### config.mk
export PLATFORM = sky130hd
export DESIGN_NAME = bank_rd_ctrl
export DESIGN_NICKNAME = d
export VERILOG_FILES = /design/src/rtl/bank_rd_pkg.sv /design/src/rtl/bank_rd_decode.sv /design/src/rtl/bank_rd_timer.sv /design/src/rtl/bank_rd_ctrl.sv
export SDC_FILE = /design/constraint.sdc
export NUM_CORES = 1
export LEC_CHECK = 0
export CORE_MARGIN = 3
export CORE_UTILIZATION = 48
export CTS_CLUSTER_DIAMETER = 150
export CTS_CLUSTER_SIZE = 25
export DETAILED_ROUTE_END_ITERATION = 8
export GPL_TIMING_DRIVEN = 0
export PLACE_DENSITY = 0.84
export SETUP_SLACK_MARGIN = 0.2
export SLEW_MARGIN = 25
export SYNTH_ARGS = -nofsm -noshare
export SYNTH_HDL_FRONTEND = slang
export SYNTH_SLANG_ARGS = --single-unit
### constraint.sdc
create_clock -name clk -period 3.2 [get_ports clk]
set_input_delay 0.48 -clock clk [delete_from_list [all_inputs] [get_ports clk]]
set_output_delay 0.48 -clock clk [all_outputs]
set_load 0.02 [all_outputs]
### src/rtl/bank_rd_pkg.sv
package bank_rd_pkg;

  typedef enum logic [2:0] {
    ST_IDLE,
    ST_ACCESS,
    ST_RESP,
    ST_DECIDE,
    ST_SWITCH
  } rd_state_e;

endpackage

### src/rtl/bank_rd_decode.sv
// Device index to active-low one-hot chip-enable vector.
module bank_rd_decode #(
  parameter int NUM_DEV = 4,
  parameter int SEL_W   = 2
) (
  input  logic [SEL_W-1:0]   sel_i,
  output logic [NUM_DEV-1:0] ce_n_o
);

  for (genvar g = 0; g < NUM_DEV; g++) begin : g_dev
    assign ce_n_o[g] = (sel_i != SEL_W'(g));
  end

endmodule

### src/rtl/bank_rd_timer.sv
// Counts cycles since the last address/select event and since the
// output-enable fall; reports when OE may drop and when data is valid.
module bank_rd_timer #(
  parameter int T_ACC = 6,
  parameter int T_OE  = 2,
  parameter int CNT_W = 4
) (
  input  logic clk,
  input  logic rst,
  input  logic restart_i,
  input  logic oe_fall_i,
  input  logic oe_low_i,
  output logic oe_go_o,
  output logic cap_go_o
);

  localparam logic [CNT_W-1:0] ACC_MAX = CNT_W'(T_ACC);
  localparam logic [CNT_W-1:0] OE_MAX  = CNT_W'(T_OE);
  localparam logic [CNT_W-1:0] OE_LEAD = CNT_W'(T_ACC - T_OE);

  logic [CNT_W-1:0] acc_q, oe_q, acc_nxt, oe_nxt;

  assign acc_nxt = (acc_q >= ACC_MAX) ? ACC_MAX : acc_q + 1'b1;
  assign oe_nxt  = (oe_q >= OE_MAX) ? OE_MAX : oe_q + 1'b1;

  always_ff @(posedge clk) begin
    if (rst) begin
      acc_q <= '0;
      oe_q  <= '0;
    end else begin
      acc_q <= restart_i ? '0 : acc_nxt;
      if (oe_fall_i)     oe_q <= '0;
      else if (oe_low_i) oe_q <= oe_nxt;
      else               oe_q <= '0;
    end
  end

  assign oe_go_o  = (acc_nxt >= OE_LEAD);
  assign cap_go_o = oe_low_i && (acc_nxt >= ACC_MAX) && (oe_nxt >= OE_MAX);

endmodule

### src/rtl/bank_rd_ctrl.sv
module bank_rd_ctrl #(
  parameter int NUM_DEV = 4,
  parameter int DEV_AW  = 12,
  parameter int DW      = 16,
  parameter int T_ACC   = 6,
  parameter int T_OE    = 2,
  localparam int SEL_W   = (NUM_DEV > 1) ? $clog2(NUM_DEV) : 1,
  localparam int HOST_AW = DEV_AW + SEL_W
) (
  input  logic               clk,
  input  logic               rst,
  input  logic               req_i,
  input  logic [HOST_AW-1:0] req_addr_i,
  output logic               rsp_valid_o,
  output logic [DW-1:0]      rsp_data_o,
  output logic [DEV_AW-1:0]  mem_addr_o,
  output logic [NUM_DEV-1:0] mem_ce_n_o,
  output logic               mem_oe_n_o,
  input  logic [DW-1:0]      mem_data_i
);

  import bank_rd_pkg::*;

  localparam int CNT_W = $clog2(T_ACC + 1) + 1;

  rd_state_e          state_q;
  logic [SEL_W-1:0]   sel_q;
  logic [DEV_AW-1:0]  addr_q;
  logic [NUM_DEV-1:0] ce_n_q;
  logic               oe_n_q;
  logic               rsp_valid_q;
  logic [DW-1:0]      rsp_data_q;

  logic [SEL_W-1:0]   req_sel;
  logic [DEV_AW-1:0]  req_low;
  logic [NUM_DEV-1:0] dec_ce_n;
  logic               same_dev, restart, oe_fall, oe_go, cap_go;

  assign req_sel  = req_addr_i[HOST_AW-1:DEV_AW];
  assign req_low  = req_addr_i[DEV_AW-1:0];
  assign same_dev = (req_sel == sel_q);

  bank_rd_decode #(.NUM_DEV(NUM_DEV), .SEL_W(SEL_W)) u_dec (
    .sel_i  (req_sel),
    .ce_n_o (dec_ce_n)
  );

  // Address/select events: new read from idle, same-device follow-on,
  // or the select change after the output-enable gap.
  assign restart = ((state_q == ST_IDLE) && req_i) ||
                   ((state_q == ST_DECIDE) && req_i && same_dev) ||
                   (state_q == ST_SWITCH);
  assign oe_fall = (state_q == ST_ACCESS) && oe_n_q && oe_go;

  bank_rd_timer #(.T_ACC(T_ACC), .T_OE(T_OE), .CNT_W(CNT_W)) u_tmr (
    .clk       (clk),
    .rst       (rst),
    .restart_i (restart),
    .oe_fall_i (oe_fall),
    .oe_low_i  (!oe_n_q),
    .oe_go_o   (oe_go),
    .cap_go_o  (cap_go)
  );

  always_ff @(posedge clk) begin
    if (rst) begin
      state_q     <= ST_IDLE;
      sel_q       <= '0;
      addr_q      <= '0;
      ce_n_q      <= '1;
      oe_n_q      <= 1'b1;
      rsp_valid_q <= 1'b0;
      rsp_data_q  <= '0;
    end else begin
      case (state_q)
        ST_IDLE: begin
          if (req_i) begin
            sel_q   <= req_sel;
            addr_q  <= req_low;
            ce_n_q  <= dec_ce_n;
            state_q <= ST_ACCESS;
          end
        end
        ST_ACCESS: begin
          if (oe_fall) oe_n_q <= 1'b0;
          if (cap_go) begin
            rsp_valid_q <= 1'b1;
            rsp_data_q  <= mem_data_i;
            state_q     <= ST_RESP;
          end
        end
        ST_RESP: begin
          rsp_valid_q <= 1'b0;
          state_q     <= ST_DECIDE;
        end
        ST_DECIDE: begin
          if (!req_i) begin
            ce_n_q  <= '1;
            oe_n_q  <= 1'b1;
            state_q <= ST_IDLE;
          end else if (same_dev) begin
            addr_q  <= req_low;
            state_q <= ST_ACCESS;
          end else begin
            oe_n_q  <= 1'b1;
            state_q <= ST_SWITCH;
          end
        end
        ST_SWITCH: begin
          sel_q   <= req_sel;
          addr_q  <= req_low;
          ce_n_q  <= dec_ce_n;
          state_q <= ST_ACCESS;
        end
        default: state_q <= ST_IDLE;
      endcase
    end
  end

  assign rsp_valid_o = rsp_valid_q;
  assign rsp_data_o  = rsp_data_q;
  assign mem_addr_o  = addr_q;
  assign mem_ce_n_o  = ce_n_q;
  assign mem_oe_n_o  = oe_n_q;

endmodule

# Word level (Yosys, flattened, before mapping)
# Index checks and enable logic that the tools add are counted.
[totals]
out_inout_bits = 34
input_bits = 33
word_cells = 78
ff_bits = 47
[op_classes]
addsub = 2
eq_ne = 15
n_mux = 22
n_reduce_logical = 25
n_lt_le_gt_ge = 5
[ops]
columns = ["op", "count"]
rows = [
  ["12-bit two-way mux", 3],
  ["12-bit case mux with 3 select lines", 1],
  ["4-bit two-way mux", 4],
  ["2-bit != test (second input constant)", 8],
  ["3-bit case mux with 5 select lines", 1],
  ["4-bit by 3-bit >= comparator with 1-bit output (second input constant)", 3],
  ["3-bit two-way mux", 4],
  ["4-bit case mux with 3 select lines", 1],
  ["4-bit by 1-bit adder with 4-bit output (second input constant)", 2],
  ["4-bit by 2-bit >= comparator with 1-bit output (second input constant)", 2],
  ["2-bit AND reduction", 4],
  ["2-bit nonzero test", 4],
  ["1-bit logical AND", 7],
  ["3-bit by 2-bit equality test with 1-bit output (second input constant)", 2],
  ["3-bit AND reduction", 2],
  ["1-bit two-way mux", 4],
  ["1-bit case mux with 2 select lines", 2],
  ["2-bit case mux with 2 select lines", 1],
  ["4-bit AND reduction", 1],
  ["3-bit by 1-bit equality test with 1-bit output (second input constant)", 1],
  ["3-bit equality test (second input constant)", 1],
  ["3-bit zero test", 1],
  ["3-bit != test (second input constant)", 1],
  ["3-bit nonzero test", 1],
  ["other kinds (7)", 8],
]

# Depth between registers and ports, before layout
# Gate-level depths: netlist (run 1).
[depth]
depth_word = 7
mapped_depth = 8
depth_no_buf = 6

# Hierarchy
# Synthesis (run 1) repeated with hierarchy kept, for this count alone.
[unflattened]
cells_unflattened = 208
hier_area_um2 = 1889.3
[modules_own_cells]
columns = ["mod", "n_inst", "cells_each", "seq_area_each_um2", "area_per_inst_um2"]
rows = [
  ["bank_rd_ctrl", 1, 168, 780.7, 1507.7],
  ["bank_rd_timer", 1, 36, 160.2, 359.1],
  ["bank_rd_decode", 1, 4, 0.0, 22.5],
]

# Least setup slack after synthesis (run 1)
# OpenSTA, ideal clock, no wires.
[synth_timing]
kind = "register -> register"
start = "register u_tmr.acc_q[0]"
end = "register state_q[1]"
required_time_ps = 3085
n_path_buf = 2
setup_ps = 115
path_stages_with_launch = 9
period_less_slack_ps = 1843
setup_slack_ps = 1357
arrival_time_ps = 1728
path_cell_list = "dfxtp_1 -> inv_1 -> ha_1 -> or2_1 -> a221o_1 -> and4_4 -> buf_6 -> buf_6 -> o21a_1"
[synth_via]
elab_chain_len = 7
elab_cells_between_ends = 8
classes_between = "add/sub: 1; order compare: 2; eq/ne: 1; mux: 1; reduce/logical: 3"
[synth_lines]
columns = ["element", "line", "text"]
rows = [
  ["start: declaration", "bank_rd_timer.sv:21", "logic [CNT_W-1:0] acc_q, oe_q, acc_nxt, oe_nxt;"],
  ["start signal: assignment", "bank_rd_timer.sv:31", "acc_q <= restart_i ? '0 : acc_nxt;"],
  ["4-bit by 1-bit adder with 4-bit output or 4-bit by 3-bit >= comparator with 1-bit output (tied branches)", "bank_rd_timer.sv:23", "assign acc_nxt = (acc_q >= ACC_MAX) ? ACC_MAX : acc_q + 1'b1;"],
  ["4-bit two-way mux (*)", "bank_rd_timer.sv:23", ""],
  ["4-bit by 3-bit >= comparator with 1-bit output (*)", "bank_rd_timer.sv:39", "assign cap_go_o = oe_low_i && (acc_nxt >= ACC_MAX) && (oe_nxt >= OE_MAX);"],
  ["1-bit logical AND (*) (2 in a row)", "bank_rd_timer.sv:39", ""],
  ["2-bit != test (no source line) (*)", "-", ""],
  ["2-bit AND reduction (no source line) (*)", "-", ""],
  ["end signal: assignment", "bank_rd_ctrl.sv:67", "state_q <= ST_IDLE;"],
  ["end signal: assignment", "bank_rd_ctrl.sv:81", "state_q <= ST_ACCESS;"],
  ["end signal: assignment", "bank_rd_ctrl.sv:89", "state_q <= ST_RESP;"],
  ["end: declaration", "bank_rd_ctrl.sv:26", "rd_state_e state_q;"],
]
# Mark *: on every way between the ends. The rest lies on a longest branch, timed or not.
# A chain may end at the register's enable or synchronous reset.

# Worst setup path after layout (run 1)
[layout_timing]
start = "register u_tmr.oe_q[0]"
end = "register state_q[1]"
[layout_via]
elab_chain_len = 6
elab_cells_between_ends = 7
classes_between = "add/sub: 1; order compare: 2; eq/ne: 1; mux: 1; reduce/logical: 2"
[layout_lines]
columns = ["element", "line", "text"]
rows = [
  ["start: declaration", "bank_rd_timer.sv:21", ""],
  ["start signal: assignment", "bank_rd_timer.sv:33", "else if (oe_low_i) oe_q <= oe_nxt;"],
  ["4-bit by 1-bit adder with 4-bit output or 4-bit by 2-bit >= comparator with 1-bit output (tied branches)", "bank_rd_timer.sv:24", "assign oe_nxt = (oe_q >= OE_MAX) ? OE_MAX : oe_q + 1'b1;"],
  ["4-bit two-way mux (*)", "bank_rd_timer.sv:24", ""],
  ["4-bit by 2-bit >= comparator with 1-bit output (*)", "bank_rd_timer.sv:39", ""],
  ["1-bit logical AND (*)", "bank_rd_timer.sv:39", ""],
  ["2-bit != test (no source line) (*)", "-", ""],
  ["2-bit AND reduction (no source line) (*)", "-", ""],
]
# Marks and branches as above.

==> impl_metrics.tcl, run 1 <==
set metrics [dict create \
    status "complete, no violations" \
    max-cap-violations 0 \
    worst_slew_margin_rel_pct 63.7 \
    rows 22 \
    chipHeight_um 70.3 \
    final_hold_viol_count 0 \
    power_frac_comb_pct 14.6 \
    synth_area_per_cell_sq_um 9.26 \
    reg2regPathDepth 8 \
    ctsRootBufferMaster "clkbuf_8" \
    postRouteAntennaNets 0 \
    power_frac_seq_pct 46.7 \
    io_buffers 65 \
    cts.path.max_buffers 2 \
    setup_repair_after_global_routing_missed_its_margin "false" \
    antenna_cells_inserted 0 \
    tritoncts_clock_tree "built" \
    grt_pass1_vias 1696 \
    clkSinkCount 47 \
    min_period_over_period_pct 64.3 \
    worstPathArrival_ns 2.27 \
    fp.dieW_um 70.3 \
    sw_frac_of_total_pct 23.4 \
    r2r_setup_slack_ns 1.14 \
    critPathMaxFanout 10 \
    power_density_mw_per_mm2 472 \
    routabilityCongestion 0.778 \
    globalRouteTotalUtil_pct 19.0 \
    synthesis.instances 214 \
    hold_critical_path_endpoint "rsp_data_o[15]" \
    holdPathStages 2 \
    leakagePower_nw 1.14 \
    yosys_warnings 0 \
    rr_startpoint "u_tmr.oe_q[0]" \
    clockPowerShare_pct 38.7 \
    timing.setup.critical_path_class "reg -> reg" \
    synthesis.area_sq_mm 0.00198 \
    synth.lib_cells_used.distinct 41 \
    area.growth.synth_to_final_pct 42.9 \
    timing.final.setup_violations 0 \
    fin_tns_setup_ns 0 \
    detailedRoute.firstIterationViolations 55 \
    edff_count_synth 0 \
    floorplan.initialDensity_pct 51.8 \
    worstSetupStartpointType "flip-flop" \
    clock_latency_ns 0.30 \
    drt_pass1_iterations 4 \
    wire_per_inst_um 13.3 \
    largest_net_degree_at_the_start_of_global_routing 16 \
    layout_commonest_cell "clkdlybuf4s50_1" \
    commonest_non_fill_non_tap_cells_in_the_layout "clkdlybuf4s50_1 (65), nand2_1 (61), dfxtp_1 (47)" \
    synth_area_leader_cell "dfxtp_1" \
    crit-reg2reg-capture "state_q[1]" \
    timing.critical_path.to_type "flip-flop" \
    ios 67 \
    netlist_top_cells_area "dfxtp_1 (47%), mux2i_1 (15%), nand2_1 (12%)" \
    period_minus_slack_ns 2.06 \
    fin_cells 336 \
    cts-hold-fix-buffers 0 \
    fmax_mhz 486 \
    worst_tran_pin_value_ns 0.539 \
    worst_ir_drop_vdd_v 0.000316 \
    coreArea_sq_mm 0.00383 \
    yosys_most_used_dff "dfxtp_1" \
    post_drt_via_cell_ratio 5.05 \
    cts.repair_timing.setup_buffer_count 0 \
    cts_htree_levels 2 \
    p_sw_mw 0.313 \
    synth_top_area_share_pct 47.5 \
    finalClockSkew_ns 0.00345 \
    place.detailed.instances 328 \
    fp.dieArea_sq_mm 0.00494 \
    number_of_buffers_created_by_cts 5 \
    detailroute.via_count 1698 \
    antenna_found_initial 0 \
    synth-async-reset-ratio_pct 0 \
    cp.required_ns 3.41 \
    postSynthRegisterBits 47 \
    grt-ovfl-total 0 \
    drc 0 \
    hold_path.startpoint "rsp_data_o[15]" \
    power.internal_mw 1.02 \
    synth_seq_area_share_pct 47.5 \
    wire_length_of_the_first_global_routing_pass_um 7430 \
    final_net_count 324 \
    holdCritPathClass "reg -> reg" \
    layout-drive-gt1-share_pct 6.94 \
    detailed_place_hpwl_um 3420 \
    cts.clk_slew.worst_paths_ns 0.09 \
    final_routed_wirelength_across_all_metal_layers_um 4460 \
    final-max-slew-violation-count 0 \
    cts_resized 0 \
]
## power by group through the flow
stage                     registers (mW)  clock network [mW]  logic (mW)
after floorplan                    0.656                   0      0.0859
after global placement             0.637                   0       0.192
after detailed placement           0.638                   0       0.196
after CTS                          0.625               0.531       0.197
after global routing               0.628               0.549       0.212
final                              0.624               0.518       0.195
## cells in the mapped netlist, drive strengths merged (2+ instances only)
cell,number
nand2,61
dfxtp,47
mux2i,29
inv,9
clkbuf,7
a21oi,6
nor2,6
buf,5
ha,4
o21a,4
o22ai,4
a31oi,2
and2,2
and3,2
and4,2
o2111ai,2
o21ai,2
xnor2,2
## layer usage
metal	vias up	GRT usage (%)	part of all wire (%)
li1	865	-	-
met1	781	20.2	42
met2	44	31.8	48
met3	8	9.35	8.6
met4	0	7.66	2.2
met5	-	0	0
## per-stage QoR
step | setup WS [ns] | hold slack, ns | util, % | instance area [sq um] | total power, mW
after floorplan | 1.36 | 0.449 | - | 1990 | 0.742
after global placement | 0.981 | 0.441 | 70.5 | 2700 | 0.830
after detailed placement | 0.938 | 0.445 | 70.5 | 2700 | 0.834
after CTS | 1.12 | 0.462 | 74.0 | 2830 | 1.35
after global routing | 1.02 | 0.491 | 74.0 | 2830 | 1.39
final | 1.14 | 0.461 | 74.0 | 2830 | 1.34
## worst max-delay path by stage
stage | start | end | slack [ns] | depth (start not counted)
finish | u_tmr.oe_q[0] | state_q[1] | 1.14 | 8
global route | u_tmr.oe_q[0] | state_q[1] | 1.02 | 8
CTS | u_tmr.oe_q[0] | state_q[1] | 1.12 | 8
detailed placement | req_i | mem_addr_o[7] | 0.94 | 6
global placement | req_i | mem_addr_o[11] | 0.98 | 6
floorplan | u_tmr.acc_q[0] | state_q[1] | 1.36 | 8
## final cells by class
cell class	count	area [sq um]
Timing Repair Buffer	65	651
Inverter	9	33.8
Buffer	12	85.1
Tap cell	48	60.1
Multi-Input combinational cell	147	926
Sequential cell	47	941
Clock inverter	3	67.6
Fill cell	297	993
Clock buffer	5	68.8
## state kept, by name (all words and copies together), names as in the netlist
register and count:
rsp_valid_o 1, u_tmr.acc_q 4, state_q 3, rsp_data_o 16, u_tmr.oe_q 4, mem_addr_o 12, mem_ce_n_o 4, sel_q 2
mem_oe_n_o 1
## cells by family after synthesis
kind of cell | after synthesis | share of synthesized area [%]
other cells | 1 | 0.189
compound gates | 27 | 9.34
fa+ha+maj | 4 | 2.53
flops | 47 | 47.5
simple gates | 81 | 17.9
buf+inv | 21 | 6.00
mux | 30 | 15.2
xor+xnor | 3 | 1.33
## critical path, stage by stage (launching register included)
cell and delay, ns:
dfxtp_1 0.35, inv_1 0.06, ha_1 0.18, nor4_1 0.47, a31oi_1 0.19, and4_4 0.23
buf_6 0.15, buf_6 0.16, o21a_1 0.18
Power figures use the tool's default switching activity.
==> run 2, diff against run 1 <==
--- a/config.mk
+++ b/config.mk
@@ -6,12 +6,12 @@
 export NUM_CORES = 1
 export LEC_CHECK = 0
 export CORE_MARGIN = 3
-export CORE_UTILIZATION = 48
+export CORE_UTILIZATION = 41
 export CTS_CLUSTER_DIAMETER = 150
 export CTS_CLUSTER_SIZE = 25
 export DETAILED_ROUTE_END_ITERATION = 8
 export GPL_TIMING_DRIVEN = 0
-export PLACE_DENSITY = 0.84
+export PLACE_DENSITY = 0.76
 export SETUP_SLACK_MARGIN = 0.2
 export SLEW_MARGIN = 25
 export SYNTH_ARGS = -nofsm -noshare
==> constraint.sdc (replaced) <==
create_clock -name clk -period 1.85 [get_ports clk]
set_input_delay 0.2775 -clock clk [delete_from_list [all_inputs] [get_ports clk]]
set_output_delay 0.2775 -clock clk [all_outputs]
set_load 0.02 [all_outputs]
==> run 2 against run 1 <==
Compared with the run above: die area rose by 16%; wire length decreased by 1.6%; first-iteration DRC count up 56%; sequential power increased by 73%; clock-buffer cell count is 1 higher; global-route usage decreased by 2.8 points; register-to-register slack lost 1.1 ns; critical path type unchanged; largest power group unchanged; highest routed layer unchanged.
==> impl_metrics.tcl, run 2 (same netlist as run 1, synthesis figures left out) <==
set metrics [dict create \
    status "complete, no violations" \
    fp.dieArea_sq_mm 0.00570 \
    power_frac_comb_pct 17.2 \
    setup_repair_after_global_routing_missed_its_margin "true" \
    finalClockSkew_ns 0.0118 \
    max-cap-violations 0 \
    fin_tns_setup_ns 0 \
    power.internal_mw 1.56 \
    layout-drive-gt1-share_pct 12.7 \
    antenna_found_initial 0 \
    clkSinkCount 47 \
    critPathMaxFanout 5 \
    timing.critical_path.cells "inv_2, ha_4, or2_1, a221o_1, and4_4, buf_12, buf_12, o21a_1" \
    largest_reg_flops 16 \
    fp.dieW_um 75.5 \
    finalCoreUtilization_pct 65.5 \
    final_routed_wirelength_across_all_metal_layers_um 4390 \
    cts.path.max_buffers 2 \
    fmax_mhz 556 \
    grt-ovfl-total 0 \
    period_minus_slack_ns 1.80 \
    clock_latency_ns 0.30 \
    final_hold_viol_count 0 \
    coreArea_sq_mm 0.00450 \
    detailed_place_hpwl_um 3200 \
    crit_slowest_cell "dfxtp_2" \
    postRouteAntennaNets 0 \
    tritoncts_clock_tree "built" \
    power_frac_seq_pct 51.6 \
    ctsRootBufferMaster "clkbuf_8" \
    cts_htree_levels 2 \
    leakagePower_nw 1.18 \
    p_sw_mw 0.544 \
    detailroute.via_count 1694 \
    power_density_mw_per_mm2 712 \
    largest_net_degree_at_the_start_of_global_routing 16 \
    final_net_count 328 \
    area.growth.synth_to_final_pct 48.9 \
    worst_ir_drop_vdd_v 0.000387 \
    cp.required_ns 2.05 \
    chipHeight_um 75.5 \
    final-max-slew-violation-count 0 \
    post_drt_via_cell_ratio 4.92 \
    layout_commonest_cell "clkdlybuf4s50_1" \
    cpLargestDelayFamily "compound AO/OA/AOI/OAI gates" \
    cts-hold-fix-buffers 0 \
    rows 24 \
    wire_per_inst_um 12.8 \
    commonest_non_fill_non_tap_cells_in_the_layout "clkdlybuf4s50_1 (63), nand2_1 (61), dfxtp_1 (43)" \
    cp_common_cell "buf_12" \
    worstPathArrival_ns 1.99 \
    min_period_over_period_pct 97.1 \
    worstSetupStartpointType "flip-flop" \
    grt_pass1_vias 1637 \
    io_buffers 65 \
    ios 67 \
    critical_path.max_stage_delay_ns 0.35 \
    antenna_cells_inserted 0 \
    drc 0 \
    sw_frac_of_total_pct 25.9 \
    timing.critical_path.to_type "flip-flop" \
    drt_pass1_iterations 4 \
    routabilityCongestion 0.770 \
    globalRouteTotalUtil_pct 16.2 \
    cp_num_buf_inv 3 \
    holdCritPathClass "in -> reg" \
    clockPowerShare_pct 31.2 \
    timing.final.setup_violations 0 \
    timing.setup.critical_path_class "reg -> reg" \
    number_of_buffers_created_by_cts 5 \
    detailedRoute.firstIterationViolations 86 \
    cts.clk_slew.worst_paths_ns 0.09 \
    floorplan.initialDensity_pct 44.0 \
    wire_length_of_the_first_global_routing_pass_um 7180 \
]
-- run 2: cell types whose count changed in the layout (fill, tap and decap cells not counted), sizes merged --
cell and change:
clkinv +1, buf +4, clkdlybuf4s50 -2, bufinv -2, clkbuf +1, dlymetal6s2s +2
-- run 2: final cells by class --
class | instances | area (sq um)
Buffer | 12 | 103
Clock buffer | 6 | 82.6
Clock inverter | 2 | 16.3
Fill cell | 386 | 1550
Inverter | 9 | 33.8
Multi-Input combinational cell | 147 | 987
Sequential cell | 47 | 946
Tap cell | 52 | 65.1
Timing Repair Buffer | 69 | 718
-- run 2: metal layers --
metal	global-route usage, %	up-vias	wire length (um)
met1	21.3	782	1970
met2	26.0	36	2160
met5	0	-	0
li1	-	872	-
met3	4.49	4	214
met4	4.47	0	42
-- run 2: worst paths after layout --
check            startpoint            end  slack [ns]  cells after the start
max          u_tmr.acc_q[0]     state_q[1]        0.05                      8
min                     rst       sel_q[0]        0.34                      2
max reg2reg  u_tmr.acc_q[0]     state_q[1]        0.05                      8
min reg2reg   mem_addr_o[2]  mem_addr_o[2]        0.46                      2
-- run 2: worst register-to-register path: stages (launching register included) --
cell,delay [ns]
dfxtp_2,0.35
inv_2,0.05
ha_4,0.15
or2_1,0.22
a221o_1,0.34
and4_4,0.19
buf_12,0.13
buf_12,0.12
o21a_1,0.15
-- run 2: power by group through the flow --
stage                     logic, mW  clock network [mW]  registers [mW]
final                         0.362               0.655            1.08
after global placement        0.336                   0            1.10
after floorplan               0.151                   0            1.14
after CTS                     0.352               0.672            1.08
after detailed placement      0.339                   0            1.10
after global routing          0.395               0.714            1.09
-- run 2: per-stage QoR --
stage          instances  hold slack, ns  power, mW  area [sq um]  worst slack [ns]
2_1_floorplan        215           0.402       1.29          2000            0.0739
3_3_place_gp         332           0.442       1.44          2720            -0.150
3_5_place_dp         332           0.447       1.44          2720            -0.210
4_1_cts              342           0.344       2.11          2890            0.0355
5_1_grt              344           0.390       2.20          2950          -0.00631
6_report             344           0.342       2.10          2950            0.0527
-- run 2: timing repair --
action,4_1_cts,5_1_grt
endpoints found under the setup margin,28,31
resized for setup,8,12
pin swaps,3,3
buffers inserted,1,2
cloned,1,0
==> run 3, diff against run 2 <==
--- a/config.mk
+++ b/config.mk
@@ -6,14 +6,14 @@
 export NUM_CORES = 1
 export LEC_CHECK = 0
 export CORE_MARGIN = 3
-export CORE_UTILIZATION = 41
+export CORE_UTILIZATION = 40
 export CTS_CLUSTER_DIAMETER = 150
-export CTS_CLUSTER_SIZE = 25
 export DETAILED_ROUTE_END_ITERATION = 8
 export GPL_TIMING_DRIVEN = 0
-export PLACE_DENSITY = 0.76
+export PLACE_DENSITY = 0.75
 export SETUP_SLACK_MARGIN = 0.2
 export SLEW_MARGIN = 25
 export SYNTH_ARGS = -nofsm -noshare
 export SYNTH_HDL_FRONTEND = slang
+export SYNTH_HIERARCHICAL = 1
 export SYNTH_SLANG_ARGS = --single-unit
==> run 3 against run 2 <==
Compared with the run above: clock-buffer cell count grew 2; largest power group unchanged; the run now ends with setup timing left; die area shrank 2.1%; setup slack lost 0.19 ns; cell count grew 1.5%; core utilization grew 2.6 points; clock skew shrank 0.0075 ns; clock power grew 2%; sequential share of layout area shrank 0.81 points; wire length grew 12%; via count grew 0.41%; critical path type unchanged; maximum frequency shrank 9.4%.
==> impl_metrics.tcl, run 3 <==
set metrics [dict create \
    status "finished, violations left" \
    antenna_cells_inserted 0 \
    final-max-slew-violation-count 0 \
    crit-reg2reg-capture "state_q[0]" \
    clkSinkCount 47 \
    layout-drive-gt1-share_pct 24.6 \
    synth_top_area_share_pct 49.8 \
    layout_commonest_cell "clkdlybuf4s50_1" \
    yosysMostFrequentCell "dfxtp_1" \
    synth_compound_gate_area_share_pct 11.1 \
    wire_per_inst_um 14.1 \
    largest_net_degree_at_the_start_of_global_routing 14 \
    leakagePower_nw 1.18 \
    final_hold_viol_count 0 \
    crit_end "state_q[0]" \
    coreArea_sq_mm 0.00444 \
    grt_pass1_vias 1662 \
    synth_area_leader_cell "dfxtp_1" \
    ctsRootBufferMaster "clkbuf_8" \
    largest_reg_flops 16 \
    postSynthRegisterBits 47 \
    post_drt_via_cell_ratio 4.87 \
    rows 24 \
    synthAdderAreaFrac_pct 2.65 \
    post-place-ws_ns -0.267 \
    detailroute.via_count 1701 \
    period_minus_slack_ns 1.98 \
    routabilityCongestion 0.803 \
    chipHeight_um 74.7 \
    rr_startpoint "u_tmr/oe_q[0]" \
    critPathMaxFanout 3 \
    synth-async-reset-ratio_pct 0 \
    placedInstanceArea_sq_mm 0.00263 \
    power_density_mw_per_mm2 702 \
    edff_count_synth 0 \
    cts.path.max_buffers 2 \
    ios 67 \
    detailedRoute.firstIterationViolations 78 \
    fp.dieArea_sq_mm 0.00558 \
    synthesis.instances 208 \
    fin_cells 349 \
    min_period_over_period_pct 107 \
    globalRouteTotalUtil_pct 18.0 \
    max-cap-violations 0 \
    muxShareOfSynthArea_pct 7.95 \
    area.growth.synth_to_final_pct 60.3 \
    yosys_warnings 6 \
    finalClockSkew_ns 0.00437 \
    synth.top_cells.by_count "dfxtp_1 (47), nand2_1 (41), nor2_1 (21), a21oi_1 (18), mux2i_1 (15)" \
    worstPathArrival_ns 2.18 \
    reg2regPathDepth 8 \
    worstSetupStartpointType "flip-flop" \
    cts-hold-fix-buffers 0 \
    setup_repair_after_global_routing_missed_its_margin "true" \
    startpoint "u_tmr/oe_q[0]" \
    final_net_count 333 \
    synth_seq_area_share_pct 49.8 \
    wire_length_of_the_first_global_routing_pass_um 7580 \
    place.detailed.instances 327 \
    grt-ovfl-total 0 \
    worst_slew_margin_rel_pct 55.6 \
    hold_path.startpoint "u_tmr/acc_q[0]" \
    synth_area_per_cell_sq_um 9.08 \
    worst_tran_pin_value_ns 0.664 \
    number_of_buffers_created_by_cts 5 \
    drc 0 \
    detailed_place_hpwl_um 3120 \
    tritoncts_clock_tree "built" \
    worst_ir_drop_vdd_v 0.000408 \
    synth.lib_cells_used.distinct 34 \
    postRouteAntennaNets 0 \
    dominant_combinational_cell_family_by_area_after_synthesis "simple AND/OR/NAND/NOR gates" \
    io_buffers 66 \
    r2r_setup_slack_ns -0.13 \
    synthesis.area_sq_mm 0.00189 \
    timing.final.setup_violations 17 \
    setup_slack_ns -0.134 \
    antenna_found_initial 0 \
    cts_htree_levels 2 \
    fp.dieW_um 74.7 \
    netlist_top_cells_area "dfxtp_1 (50%), nand2_1 (8.1%), mux2i_1 (7.9%)" \
    holdCritPathClass "reg -> reg" \
    fmax_mhz 504 \
    clock_latency_ns 0.30 \
    fin_tns_setup_ns -1.23 \
    drt_pass1_iterations 4 \
    postLayoutCellArea_sq_mm 0.00303 \
    timing.critical_path.to_type "flip-flop" \
    floorplan.initialDensity_pct 42.5 \
    synthSimpleGateAreaFrac_pct 22.8 \
    cp.required_ns 2.04 \
    timing.setup.critical_path_class "reg -> reg" \
    commonest_non_fill_non_tap_cells_in_the_layout "clkdlybuf4s50_1 (63), dfxtp_1 (43), nand2_1 (21), nor2_1 (21), nand2_2 (19)" \
    synthXorXnorAreaFrac_pct 0.927 \
    cts.clk_slew.worst_paths_ns 0.08 \
    final_routed_wirelength_across_all_metal_layers_um 4920 \
    violations "setup timing" \
    yosys_most_used_dff "dfxtp_1" \
]
[run 3: cell count changes in the layout (fill, tap and decap cells not counted), moves of 6 or more]
cell     delta
nor2_1     +15
nand2_2    +19
a21oi_1     +6
nand2_1    -40
buf_6       +6
nor3_1      +6
buf_4       +7
mux2i_1    -15
[run 3: cell type report]
cell class / count / area [sq um]
multi-input combinational: 144 / 1000
tap: 52 / 65.1
fill: 356 / 1420
timing repair buffer: 80 / 801
sequential: 47 / 946
clock buffer: 8 / 100
inverter: 8 / 30.0
buffer: 10 / 81.3
[run 3: power breakdown]
group | switching [mW] | internal [mW]
combinational | 0.176 | 0.200
sequential | 0.0279 | 1.05
clock | 0.328 | 0.341
total | 0.532 | 1.59
[run 3: cell families (layout without fill, tap and decap cells)]
group | count (synthesis) | after routing
simple gates | 90 | 90
fa+ha+maj | 4 | 4
buf+inv | 18 | 106
xor+xnor | 2 | 2
flops | 47 | 47
other cells | 1 | 2
mux | 15 | 15
compound gates | 31 | 31
[run 3: stage by stage]
stage / power [mW] / utilization, % / hold WS, ns
finish: 2.12 / 68.1 / 0.429
CTS: 2.13 / 66.4 / 0.459
detailed placement: 1.43 / 59.3 / 0.441
global route: 2.23 / 68.1 / 0.438
global placement: 1.42 / 59.3 / 0.424
floorplan: 1.27 / - / 0.354
[run 3: worst max-delay path, cell delays in order (launching register included)]
cell and delay [ns]:
dfxtp_2 0.35, inv_2 0.05, ha_4 0.15, or4_4 0.50
o31ai_4 0.19, nor3_2 0.09, o21ai_1 0.19, nor2_1 0.09
a2111oi_2 0.27
[run 3: worst min-delay path by stage]
stage,to,slack [ns],cells past startpoint
floorplan,u_tmr/acc_q[0],0.35,1
global placement,u_tmr/oe_q[0],0.42,1
detailed placement,u_tmr/oe_q[0],0.44,1
CTS,rsp_data_o[11],0.46,2
global route,u_tmr/acc_q[0],0.44,1
finish,u_tmr/acc_q[0],0.43,1
[run 3: what timing repair did]
action                                  CTS  global route
pin swaps                                29             5
endpoints found under the hold margin     0             0
setup buffers                             6             5
cloned                                    3             0
endpoints found under the setup margin   30            37
resized for setup                        46            14
[run 3: per-layer routing]
layer / global-route usage [%] / vias to the layer above / part of all wire, %
met1: 21.2 / 790 / 43
met3: 4.94 / 9 / 3.4
met5: 0 / - / 0
met4: 6.72 / 0 / 1.7
li1: - / 870 / -
met2: 31.1 / 32 / 52
